`config.mk`:
```
export PLATFORM = sky130hd
export DESIGN_NAME = chroma_seq_ctrl
export DESIGN_NICKNAME = d
export VERILOG_FILES = /design/src/rtl/chroma_seq_pkg.sv /design/src/rtl/cseq_line_cfg.sv /design/src/rtl/cseq_step_fsm.sv /design/src/rtl/cseq_step_decode.sv /design/src/rtl/chroma_seq_ctrl.sv
export SDC_FILE = /design/constraint.sdc
export NUM_CORES = 1
export LEC_CHECK = 0
export ABC_AREA = 1
export BUFFER_PORTS_ARGS = -buffer_cell sky130_fd_sc_hd__buf_2
export CAP_MARGIN = 20
export CORE_MARGIN = 1
export CORE_UTILIZATION = 61
export CTS_BUF_LIST = sky130_fd_sc_hd__clkbuf_16
export DETAILED_ROUTE_END_ITERATION = 16
export GPL_TIMING_DRIVEN = 0
export HOLD_SLACK_MARGIN = 0.1
export PLACE_DENSITY_LB_ADDON = 0.15
export SETUP_SLACK_MARGIN = 0.5
export SYNTH_ARGS = -nofsm -noshare
export SYNTH_HDL_FRONTEND = slang
export SYNTH_HIERARCHICAL = 1
export SYNTH_SLANG_ARGS = --single-unit
```
`constraint.sdc`:
```
create_clock -name clk -period 7.8 [get_ports clk]
set_input_delay 0.39 -clock clk [delete_from_list [all_inputs] [get_ports clk]]
set_output_delay 0.39 -clock clk [all_outputs]
set_load 0.02 [all_outputs]
```
`src/rtl/chroma_seq_pkg.sv`:
```
package chroma_seq_pkg;
  typedef enum logic [1:0] {
    CMP_Y = 2'b00,
    CMP_U = 2'b01,
    CMP_V = 2'b10
  } comp_e;

  typedef enum logic [1:0] {
    PH_U  = 2'd0,
    PH_V  = 2'd1,
    PH_Y0 = 2'd2,
    PH_Y1 = 2'd3
  } phase_e;
endpackage

```
`src/rtl/cseq_line_cfg.sv`:
```
// Captures per-line configuration at an accepted start; exposes the
// value in force for the coming cycle so outputs can be registered.
module cseq_line_cfg #(
  parameter int PIX_W  = 12,
  parameter int STEP_W = 16,
  parameter int LINE_W = 11
) (
  input  logic              clk,
  input  logic              rst,
  input  logic              load_i,
  input  logic              pair_i,
  input  logic              in420_i,
  input  logic [PIX_W-1:0]  npix_i,
  input  logic [STEP_W-1:0] step_i,
  input  logic [LINE_W-1:0] line_i,
  output logic              pair_n_o,
  output logic [PIX_W-1:0]  npix_n_o,
  output logic [STEP_W-1:0] step_n_o,
  output logic [LINE_W-1:0] cline_o
);
  logic              pair_q;
  logic [PIX_W-1:0]  npix_q;
  logic [STEP_W-1:0] step_q;
  logic [LINE_W-1:0] cline_q;
  logic [LINE_W-1:0] cline_d;

  assign pair_n_o = load_i ? pair_i : pair_q;
  assign npix_n_o = load_i ? npix_i : npix_q;
  assign step_n_o = load_i ? step_i : step_q;
  assign cline_d  = in420_i ? (line_i >> 1) : line_i;

  always_ff @(posedge clk) begin
    if (rst) begin
      pair_q  <= 1'b0;
      npix_q  <= '0;
      step_q  <= '0;
      cline_q <= '0;
    end else begin
      pair_q <= pair_n_o;
      npix_q <= npix_n_o;
      step_q <= step_n_o;
      if (load_i) cline_q <= cline_d;
    end
  end

  assign cline_o = cline_q;
endmodule

```
`src/rtl/cseq_step_fsm.sv`:
```
// Walks the U,V,Y(,Y) step order across a line and counts pixels.
module cseq_step_fsm
  import chroma_seq_pkg::*;
#(
  parameter int PIX_W = 12
) (
  input  logic             clk,
  input  logic             rst,
  input  logic             start_i,
  input  logic [PIX_W-1:0] start_cnt_i,
  input  logic             adv_i,
  input  logic [PIX_W-1:0] npix_i,
  input  logic             pair_i,
  output logic             load_o,
  output logic             busy_n_o,
  output phase_e           ph_n_o,
  output logic [PIX_W-1:0] pix_n_o
);
  localparam logic [PIX_W-1:0] PIX_ONE = PIX_W'(1);

  logic             busy_q;
  phase_e           ph_q;
  logic [PIX_W-1:0] pix_q;
  logic             last_pix;

  assign load_o   = start_i && !busy_q && (start_cnt_i != '0);
  assign last_pix = (pix_q == npix_i - PIX_ONE);

  always_comb begin
    busy_n_o = busy_q;
    ph_n_o   = ph_q;
    pix_n_o  = pix_q;
    if (!busy_q) begin
      if (load_o) begin
        busy_n_o = 1'b1;
        ph_n_o   = PH_U;
        pix_n_o  = '0;
      end
    end else if (adv_i) begin
      unique case (ph_q)
        PH_U: ph_n_o = PH_V;
        PH_V: ph_n_o = PH_Y0;
        PH_Y0: begin
          if (last_pix) begin
            busy_n_o = 1'b0;
            ph_n_o   = PH_U;
          end else begin
            ph_n_o  = pair_i ? PH_Y1 : PH_U;
            pix_n_o = pix_q + PIX_ONE;
          end
        end
        PH_Y1: begin
          if (last_pix) begin
            busy_n_o = 1'b0;
            ph_n_o   = PH_U;
          end else begin
            ph_n_o  = PH_U;
            pix_n_o = pix_q + PIX_ONE;
          end
        end
        default: ph_n_o = PH_U;
      endcase
    end
  end

  always_ff @(posedge clk) begin
    if (rst) begin
      busy_q <= 1'b0;
      ph_q   <= PH_U;
      pix_q  <= '0;
    end else begin
      busy_q <= busy_n_o;
      ph_q   <= ph_n_o;
      pix_q  <= pix_n_o;
    end
  end
endmodule

```
`src/rtl/cseq_step_decode.sv`:
```
// Maps a sequencer phase to component, increment and strobes.
module cseq_step_decode
  import chroma_seq_pkg::*;
#(
  parameter int PIX_W  = 12,
  parameter int STEP_W = 16
) (
  input  logic              busy_i,
  input  phase_e            ph_i,
  input  logic [PIX_W-1:0]  pix_i,
  input  logic [PIX_W-1:0]  npix_i,
  input  logic              pair_i,
  input  logic [STEP_W-1:0] step_i,
  output logic              vld_o,
  output comp_e             comp_o,
  output logic [STEP_W:0]   inc_o,
  output logic              px_end_o,
  output logic              cupd_o,
  output logic              lend_o
);
  localparam logic [PIX_W-1:0] PIX_ONE = PIX_W'(1);

  logic [STEP_W:0] inc_full;
  logic [STEP_W:0] inc_half;
  logic            is_y;

  assign inc_full = {step_i, 1'b0};
  assign inc_half = {1'b0, step_i};
  assign is_y     = (ph_i == PH_Y0) || (ph_i == PH_Y1);

  always_comb begin
    vld_o    = busy_i;
    comp_o   = CMP_Y;
    inc_o    = '0;
    px_end_o = 1'b0;
    cupd_o   = 1'b0;
    lend_o   = 1'b0;
    if (busy_i) begin
      unique case (ph_i)
        PH_U: begin
          comp_o = CMP_U;
          inc_o  = pair_i ? inc_full : inc_half;
        end
        PH_V: begin
          comp_o = CMP_V;
          inc_o  = '0;
        end
        default: begin
          comp_o = CMP_Y;
          inc_o  = inc_full;
        end
      endcase
      px_end_o = is_y;
      cupd_o   = (ph_i == PH_Y0);
      lend_o   = is_y && (pix_i == npix_i - PIX_ONE);
    end
  end
endmodule

```
`src/rtl/chroma_seq_ctrl.sv`:
```
module chroma_seq_ctrl
  import chroma_seq_pkg::*;
#(
  parameter int PIX_W  = 12,
  parameter int STEP_W = 16,
  parameter int LINE_W = 11
) (
  input  logic              clk,
  input  logic              rst,
  input  logic              line_start_i,
  input  logic              pair_mode_i,
  input  logic              in420_i,
  input  logic [PIX_W-1:0]  pix_count_i,
  input  logic [STEP_W-1:0] luma_step_i,
  input  logic [LINE_W-1:0] out_line_i,
  input  logic              step_rdy_i,
  output logic              step_vld_o,
  output logic [1:0]        comp_o,
  output logic [STEP_W:0]   phase_inc_o,
  output logic              px_end_o,
  output logic              cupd_o,
  output logic              line_end_o,
  output logic [LINE_W-1:0] cline_o
);
  logic              load;
  logic              pair_n;
  logic [PIX_W-1:0]  npix_n;
  logic [STEP_W-1:0] step_n;
  logic              busy_n;
  phase_e            ph_n;
  logic [PIX_W-1:0]  pix_n;

  logic              d_vld;
  comp_e             d_comp;
  logic [STEP_W:0]   d_inc;
  logic              d_pxend;
  logic              d_cupd;
  logic              d_lend;

  logic              vld_q;
  comp_e             comp_q;
  logic [STEP_W:0]   inc_q;
  logic              pxend_q;
  logic              cupd_q;
  logic              lend_q;

  cseq_line_cfg #(
    .PIX_W (PIX_W),
    .STEP_W(STEP_W),
    .LINE_W(LINE_W)
  ) cfg_i (
    .clk     (clk),
    .rst     (rst),
    .load_i  (load),
    .pair_i  (pair_mode_i),
    .in420_i (in420_i),
    .npix_i  (pix_count_i),
    .step_i  (luma_step_i),
    .line_i  (out_line_i),
    .pair_n_o(pair_n),
    .npix_n_o(npix_n),
    .step_n_o(step_n),
    .cline_o (cline_o)
  );

  cseq_step_fsm #(
    .PIX_W(PIX_W)
  ) fsm_i (
    .clk        (clk),
    .rst        (rst),
    .start_i    (line_start_i),
    .start_cnt_i(pix_count_i),
    .adv_i      (step_rdy_i),
    .npix_i     (npix_n),
    .pair_i     (pair_n),
    .load_o     (load),
    .busy_n_o   (busy_n),
    .ph_n_o     (ph_n),
    .pix_n_o    (pix_n)
  );

  cseq_step_decode #(
    .PIX_W (PIX_W),
    .STEP_W(STEP_W)
  ) dec_i (
    .busy_i  (busy_n),
    .ph_i    (ph_n),
    .pix_i   (pix_n),
    .npix_i  (npix_n),
    .pair_i  (pair_n),
    .step_i  (step_n),
    .vld_o   (d_vld),
    .comp_o  (d_comp),
    .inc_o   (d_inc),
    .px_end_o(d_pxend),
    .cupd_o  (d_cupd),
    .lend_o  (d_lend)
  );

  always_ff @(posedge clk) begin
    if (rst) begin
      vld_q   <= 1'b0;
      comp_q  <= CMP_Y;
      inc_q   <= '0;
      pxend_q <= 1'b0;
      cupd_q  <= 1'b0;
      lend_q  <= 1'b0;
    end else begin
      vld_q   <= d_vld;
      comp_q  <= d_comp;
      inc_q   <= d_inc;
      pxend_q <= d_pxend;
      cupd_q  <= d_cupd;
      lend_q  <= d_lend;
    end
  end

  assign step_vld_o  = vld_q;
  assign comp_o      = comp_q;
  assign phase_inc_o = inc_q;
  assign px_end_o    = pxend_q;
  assign cupd_o      = cupd_q;
  assign line_end_o  = lend_q;
endmodule

```
# ---- Yosys cells after proc, flatten, opt, wreduce, memory -nomap -nowiden
# Index checks and enable logic that the tools add are counted.
dict set report word_totals {
  ff_bits 77
  input_bits 45
  wordCells 56
}
dict set report op_classes {
  add_sub_neg 2
  n_eq_ne 8
  muxes 23
  bitwise 1
  n_reduce_logical 10
}
# operator count
set op_table {}
lappend op_table {{$mux 12} 6}
lappend op_table {{$pmux 17 s2} 1}
lappend op_table {{$eq 12x12->1} 2}
lappend op_table {{$mux 17} 1}
lappend op_table {{$mux 16} 1}
lappend op_table {{$add 12x1->12 const B} 1}
lappend op_table {{$reduce_bool 12->1} 1}
lappend op_table {{$sub 12x1->12 const B} 1}
lappend op_table {{$mux 11} 1}
lappend op_table {{$mux 2} 5}
lappend op_table {{$eq 2x2->1 const B} 4}
lappend op_table {{$pmux 2 s4} 1}
lappend op_table {{$mux 1} 6}
lappend op_table {{$eq 2x1->1 const B} 2}
lappend op_table {{$logic_not 2->1} 2}
lappend op_table {{$pmux 2 s2} 1}
lappend op_table {{$reduce_or 2->1} 2}
lappend op_table {{$logic_and 1x1->1} 3}
lappend op_table {{$logic_not 1->1} 1}
lappend op_table {{$logic_or 1x1->1} 1}
lappend op_table {{$not 1->1} 1}

# ---- Logic depth before layout (Yosys ltp)
dict set report logic_depth {
  word_depth 13
  mapped_depth 38
  mapped_depth_nobuf 36
}

# ---- Hierarchy
# Netlist, hierarchy kept.
# module instances cells_each area_per_inst_um2 seq_area_each_um2
set modules_own_cells {}
lappend modules_own_cells {cseq_line_cfg 1 246 1680.4 800.8}
lappend modules_own_cells {cseq_step_fsm 1 275 1570.3 300.3}
lappend modules_own_cells {cseq_step_decode 1 163 764.5 0.0}
lappend modules_own_cells {chroma_seq_ctrl 1 71 655.6 460.4}

# ---- Worst setup path before layout
# Ideal clock, no wire load.
dict set report synth_timing {
  kind {input to register}
  startpoint {in pix_count_i[8]}
  endpoint {reg inc_q[10] (netlist: phase_inc_o[10])}
  setup_ps 112
  arrival_ps 3697
  required_ps 7688
  path_slack_ps 3992
  stages 32
  n_path_buf 3
  path_cell_list {nor4_1 -> nand3_1 -> nand3_2 -> clkinv_1 -> buf_6 -> clkinv_2 -> buf_6 -> nand2_1 -> nand2_1 -> inv_2 -> ha_1 -> inv_1 -> nand2_1 -> nand2_1 -> nand2_1 -> nand2_1 -> nand2_1 -> nor2_1 -> nand3_1 -> nor2_2 -> nand2_4 -> nand4_1 -> nand2_1 -> nand2_1 -> nand2_1 -> inv_1 -> o21ai_0 -> nand2_1 -> buf_2 -> o22ai_1 -> inv_1 -> nor2_1}
}
dict set report synth_between {
  elab_chain_len 11
  elab_cells_between_ends 24
  cone_classes {add/sub (1); eq/ne (2); mux (16); bitwise (1); reduce/logical (4)}
}
# item line
set synth_rtl {}
lappend synth_rtl {{from (decl)} chroma_seq_ctrl.sv:13} ;# input logic [PIX_W-1:0] pix_count_i,
lappend synth_rtl {{$reduce_bool 12->1 *} cseq_step_fsm.sv:26} ;# assign load_o = start_i && !busy_q && (start_cnt_i != '0);
lappend synth_rtl {{$logic_and 1x1->1 *} cseq_step_fsm.sv:26}
lappend synth_rtl {{via load} chroma_seq_ctrl.sv:25} ;# logic load;
lappend synth_rtl {{$mux 12 *} cseq_line_cfg.sv:28} ;# assign npix_n_o = load_i ? npix_i : npix_q;
lappend synth_rtl {{via npix_n[0]} chroma_seq_ctrl.sv:27} ;# logic [PIX_W-1:0] npix_n;
lappend synth_rtl {{$sub 12x1->12 *} cseq_step_fsm.sv:27} ;# assign last_pix = (pix_q == npix_i - PIX_ONE);
lappend synth_rtl {{$eq 12x12->1 *} cseq_step_fsm.sv:27}
lappend synth_rtl {{$mux 2 *} cseq_step_fsm.sv:44} ;# if (last_pix) begin
lappend synth_rtl {{$pmux 2 s4 *} cseq_step_fsm.sv:40} ;# unique case (ph_q)
lappend synth_rtl {{$mux 2 *} cseq_step_fsm.sv:39} ;# end else if (adv_i) begin
lappend synth_rtl {{$mux 2 *} cseq_step_fsm.sv:33} ;# if (!busy_q) begin
lappend synth_rtl {{via ph_n[1]} chroma_seq_ctrl.sv:30} ;# phase_e ph_n;
lappend synth_rtl {{$eq 2x1->1 / $logic_not 2->1 (equally long branches)} cseq_step_decode.sv:39} ;# unique case (ph_i)
lappend synth_rtl {{$pmux 17 s2 *} cseq_step_decode.sv:39}
lappend synth_rtl {{to (signal assigned)} chroma_seq_ctrl.sv:111} ;# inc_q <= d_inc;
lappend synth_rtl {{to (decl)} chroma_seq_ctrl.sv:42} ;# logic [STEP_W:0] inc_q;
# The timed path passes the listed nets; every way through them passes the cells marked *.
# A chain may end at the register's enable or synchronous reset.

# ---- Worst setup path after layout
dict set report layout_timing {
  startpoint {in pix_count_i[7]}
  endpoint {reg inc_q[15] (netlist: phase_inc_o[15])}
}
# The elaborated chain is that of the path after synthesis.

==> out/results.tsv <==
metric	value	unit
Comb pwr share	23.2	%
internal reg-to-reg setup slack	3.10	ns
P_sw	0.354	mW
Die Height	89.5	um
# hold bufs at CTS	0	
RSZ-0062 raised after global routing	no	
Syn Area/Cell	6.19	um^2
total core area	0.00733	mm^2
ant diodes	0	
Setup Fix Bufs, Post-CTS	0	
Layout Area Growth over Synthesis	17.5	%
shortest period the worst path allows	4.85	ns
WHS	0.328	ns
GRT Total Usage	31.6	%
DR pass1 iterations	5	
crit end category	flop	
Setup CP Type	in2reg	
worst hold endpoint	cfg_i/pair_q	
worst reg2reg endpoint	phase_inc_o[15]	
setup tns final	0	ns
register area share after synthesis	33.4	%
area of the die	0.00801	mm^2
DP HPWL	8890	um
H-tree depth	3	
Worst Hold Path Cells	3	
leakage	2.85	nW
Critical Path RT	8.01	ns
cell row count	31	
Int Power	0.758	mW
most frequent cells in the layout	247 x nand2_1, 118 x inv_1, 84 x nor2_1, 84 x buf_2, 78 x dfxtp_1	
final WL	11900	um
Mapped Cells	755	
Routed wire per std cell	12.5	um
maximum VDD drop	122	uV
largest net degree at the start of global routing	16	
endpoints failing setup	0	
commonest non-fill, non-tap cell in the layout	nand2_1	
iteration-0 DRC count of the detailed router	335	
ratio of cells with drive above 1 in the final layout	18.8	%
Seq cells post-synth	78	
dpl cells	932	
Overflow after GRT	0	
final net count	892	
status	finished clean	
distinct cell type count of the synthesized netlist	34	
Startpoint Class	input pin	
power density cells	203	mW/mm^2
Layout Skew	0.00708	ns
Post-Syn Nets	803	
fin. max-slew vios	0	
CTS Root Cell	clkbuf_16	
number of global-route vias before repair	4419	
DR vias	4919	
fillers	608	
crit-path max cell delay	0.51	ns
Initial Utilization	63.7	%
share of total power in sequential cells	38.3	%
Final Wtd Congestion	0.889	
most used cell, CP	nand2_1	
clock insertion delay at the later pin of the skew report	0.34	ns
Layout Cells excl Fill	948	
CTS sink cnt	78	
Syn. warnings	6	
Reg clk slew, reported paths	0.07	ns
Max Cap Viol	0	
Via-to-Cell Ratio	5.19	
CTS resizes	0	
DRT antenna net count	0	
Max Root-Sink Buffers	2	
worst min-delay path class	in2reg	
TritonCTS clock tree	done	
max_slew headroom	50.2	%
clock power share	38.5	%
reg2reg path depth	31	
hold wc startpoint	pair_mode_i	
Die W	89.5	um
measured slew at the worst slew-check pin	0.742	ns
fmax	206	MHz
cell with the largest stage delay on the worst path	nor4_1	
initial antenna violation count	0	
final hold vios	0	
worst flop-to-flop path startpoint	fsm_i/busy_q	
first-pass GRT wire length	19300	um
crit-path max FO	10	
CTS buffer count	9	
final setup margin	2.95	ns
DR DRC count	0	
IO Pins	79	
cell area after synthesis	0.00467	mm^2
WP data arrival	5.06	ns
final cycle utilization of the critical path	62.2	%
# port buffers	78	
Sw Ratio	31.8	%
Placement Setup Slack	2.74	ns
[logic make-up (layout without fill, tap and decap cells)]
| group | Yosys count | after routing | synth area share [%] |
|---|---|---|---|
| and+or+nand+nor | 443 | 443 | 41.8 |
| DFF | 78 | 78 | 33.4 |
| buffers and inverters | 148 | 242 | 13.5 |
| adders and majority gates | 3 | 3 | 0.804 |
| AOI/OAI and AO/OA | 74 | 74 | 8.79 |
| xor gates and xnor gates | 9 | 9 | 1.69 |
[metal layers]
layer | global-route usage (%) | wire length (um) | up-vias
li1 | - | - | 2515
met1 | 39.3 | 5150 | 2171
met2 | 52.2 | 5440 | 209
met3 | 8.03 | 986 | 24
met4 | 13.1 | 280 | 0
met5 | 0 | 0 | -
[worst max-delay path by stage]
| stage | start | to |
|---|---|---|
| after floorplan | pix_count_i[8] | phase_inc_o[10] |
| after global placement | pix_count_i[6] | phase_inc_o[15] |
| after detailed placement | pix_count_i[7] | phase_inc_o[15] |
| after CTS | pix_count_i[7] | phase_inc_o[15] |
| after global routing | pix_count_i[7] | phase_inc_o[5] |
| final | pix_count_i[7] | phase_inc_o[15] |
[power by group through the flow]
stage / clock network [mW] / logic, mW / registers (mW)
3_3_place_gp: 0 / 0.245 / 0.434
2_1_floorplan: 0 / 0.174 / 0.448
4_1_cts: 0.435 / 0.255 / 0.426
6_report: 0.429 / 0.258 / 0.426
3_5_place_dp: 0 / 0.252 / 0.434
5_1_grt: 0.453 / 0.291 / 0.428
[synth_stat cells (all sizes together)]
| master | count | area, um^2 |
|---|---|---|
| dfxtp | 78 | 1560 |
| nand4 | 9 | 56.3 |
| nor3 | 7 | 40.0 |
| xnor2 | 7 | 61.3 |
| inv | 124 | 465 |
| buf | 17 | 139 |
| clkinv | 3 | 12.5 |
| nor4 | 4 | 25.0 |
| or2 | 1 | 6.26 |
| nand3 | 53 | 295 |
| nand2 | 258 | 1020 |
| and3 | 1 | 6.26 |
| nor2 | 104 | 460 |
| xor2 | 2 | 17.5 |
| a21oi | 44 | 220 |
| o21ai | 14 | 85.1 |
| clkbuf | 4 | 15.0 |
| and2b | 1 | 7.51 |
| o22ai | 14 | 87.6 |
| ha | 3 | 37.5 |
| o32ai | 2 | 17.5 |
| nand3b | 5 | 37.5 |
[layout make-up]
type / count / area [um^2] / area share [%]
Buffer: 21 / 154 / 2.80
Clock buffer: 9 / 225 / 4.10
Clock inverter: 7 / 80.1 / 1.46
Inverter: 127 / 478 / 8.71
Multi-Input combinational cell: 529 / 2480 / 45.1
Sequential cell: 78 / 1560 / 28.4
Tap cell: 99 / 124 / 2.26
Timing Repair Buffer: 78 / 390 / 7.11
[through the flow]
step | area (um^2) | total power, mW | utilization (%)
5_1_grt | 5490 | 1.17 | 74.9
3_5_place_dp | 5180 | 0.686 | 70.7
3_3_place_gp | 5180 | 0.678 | 70.7
4_1_cts | 5490 | 1.12 | 74.9
6_report | 5490 | 1.11 | 74.9
2_1_floorplan | 4670 | 0.622 | -
[registers in the layout, summed over array words and instances (netlist names), 2 cells and up]
register	cells
phase_inc_o	17
cfg_i/step_q	16
cfg_i/npix_q	12
fsm_i/pix_q	12
cfg_i/cline_o	11
comp_o	2
fsm_i/ph_q	2
[critical path, delay by kind of cell]
| family | cells | cell delay, ns |
|---|---|---|
| buffers and inverters | 10 | 1.58 |
| AND/OR/NAND/NOR | 20 | 2.59 |
| adder cells (fa/ha/maj) | 1 | 0.32 |
| AO/OA/AOI/OAI | 2 | 0.18 |
Note: power is estimated with default switching activity, not from simulation.
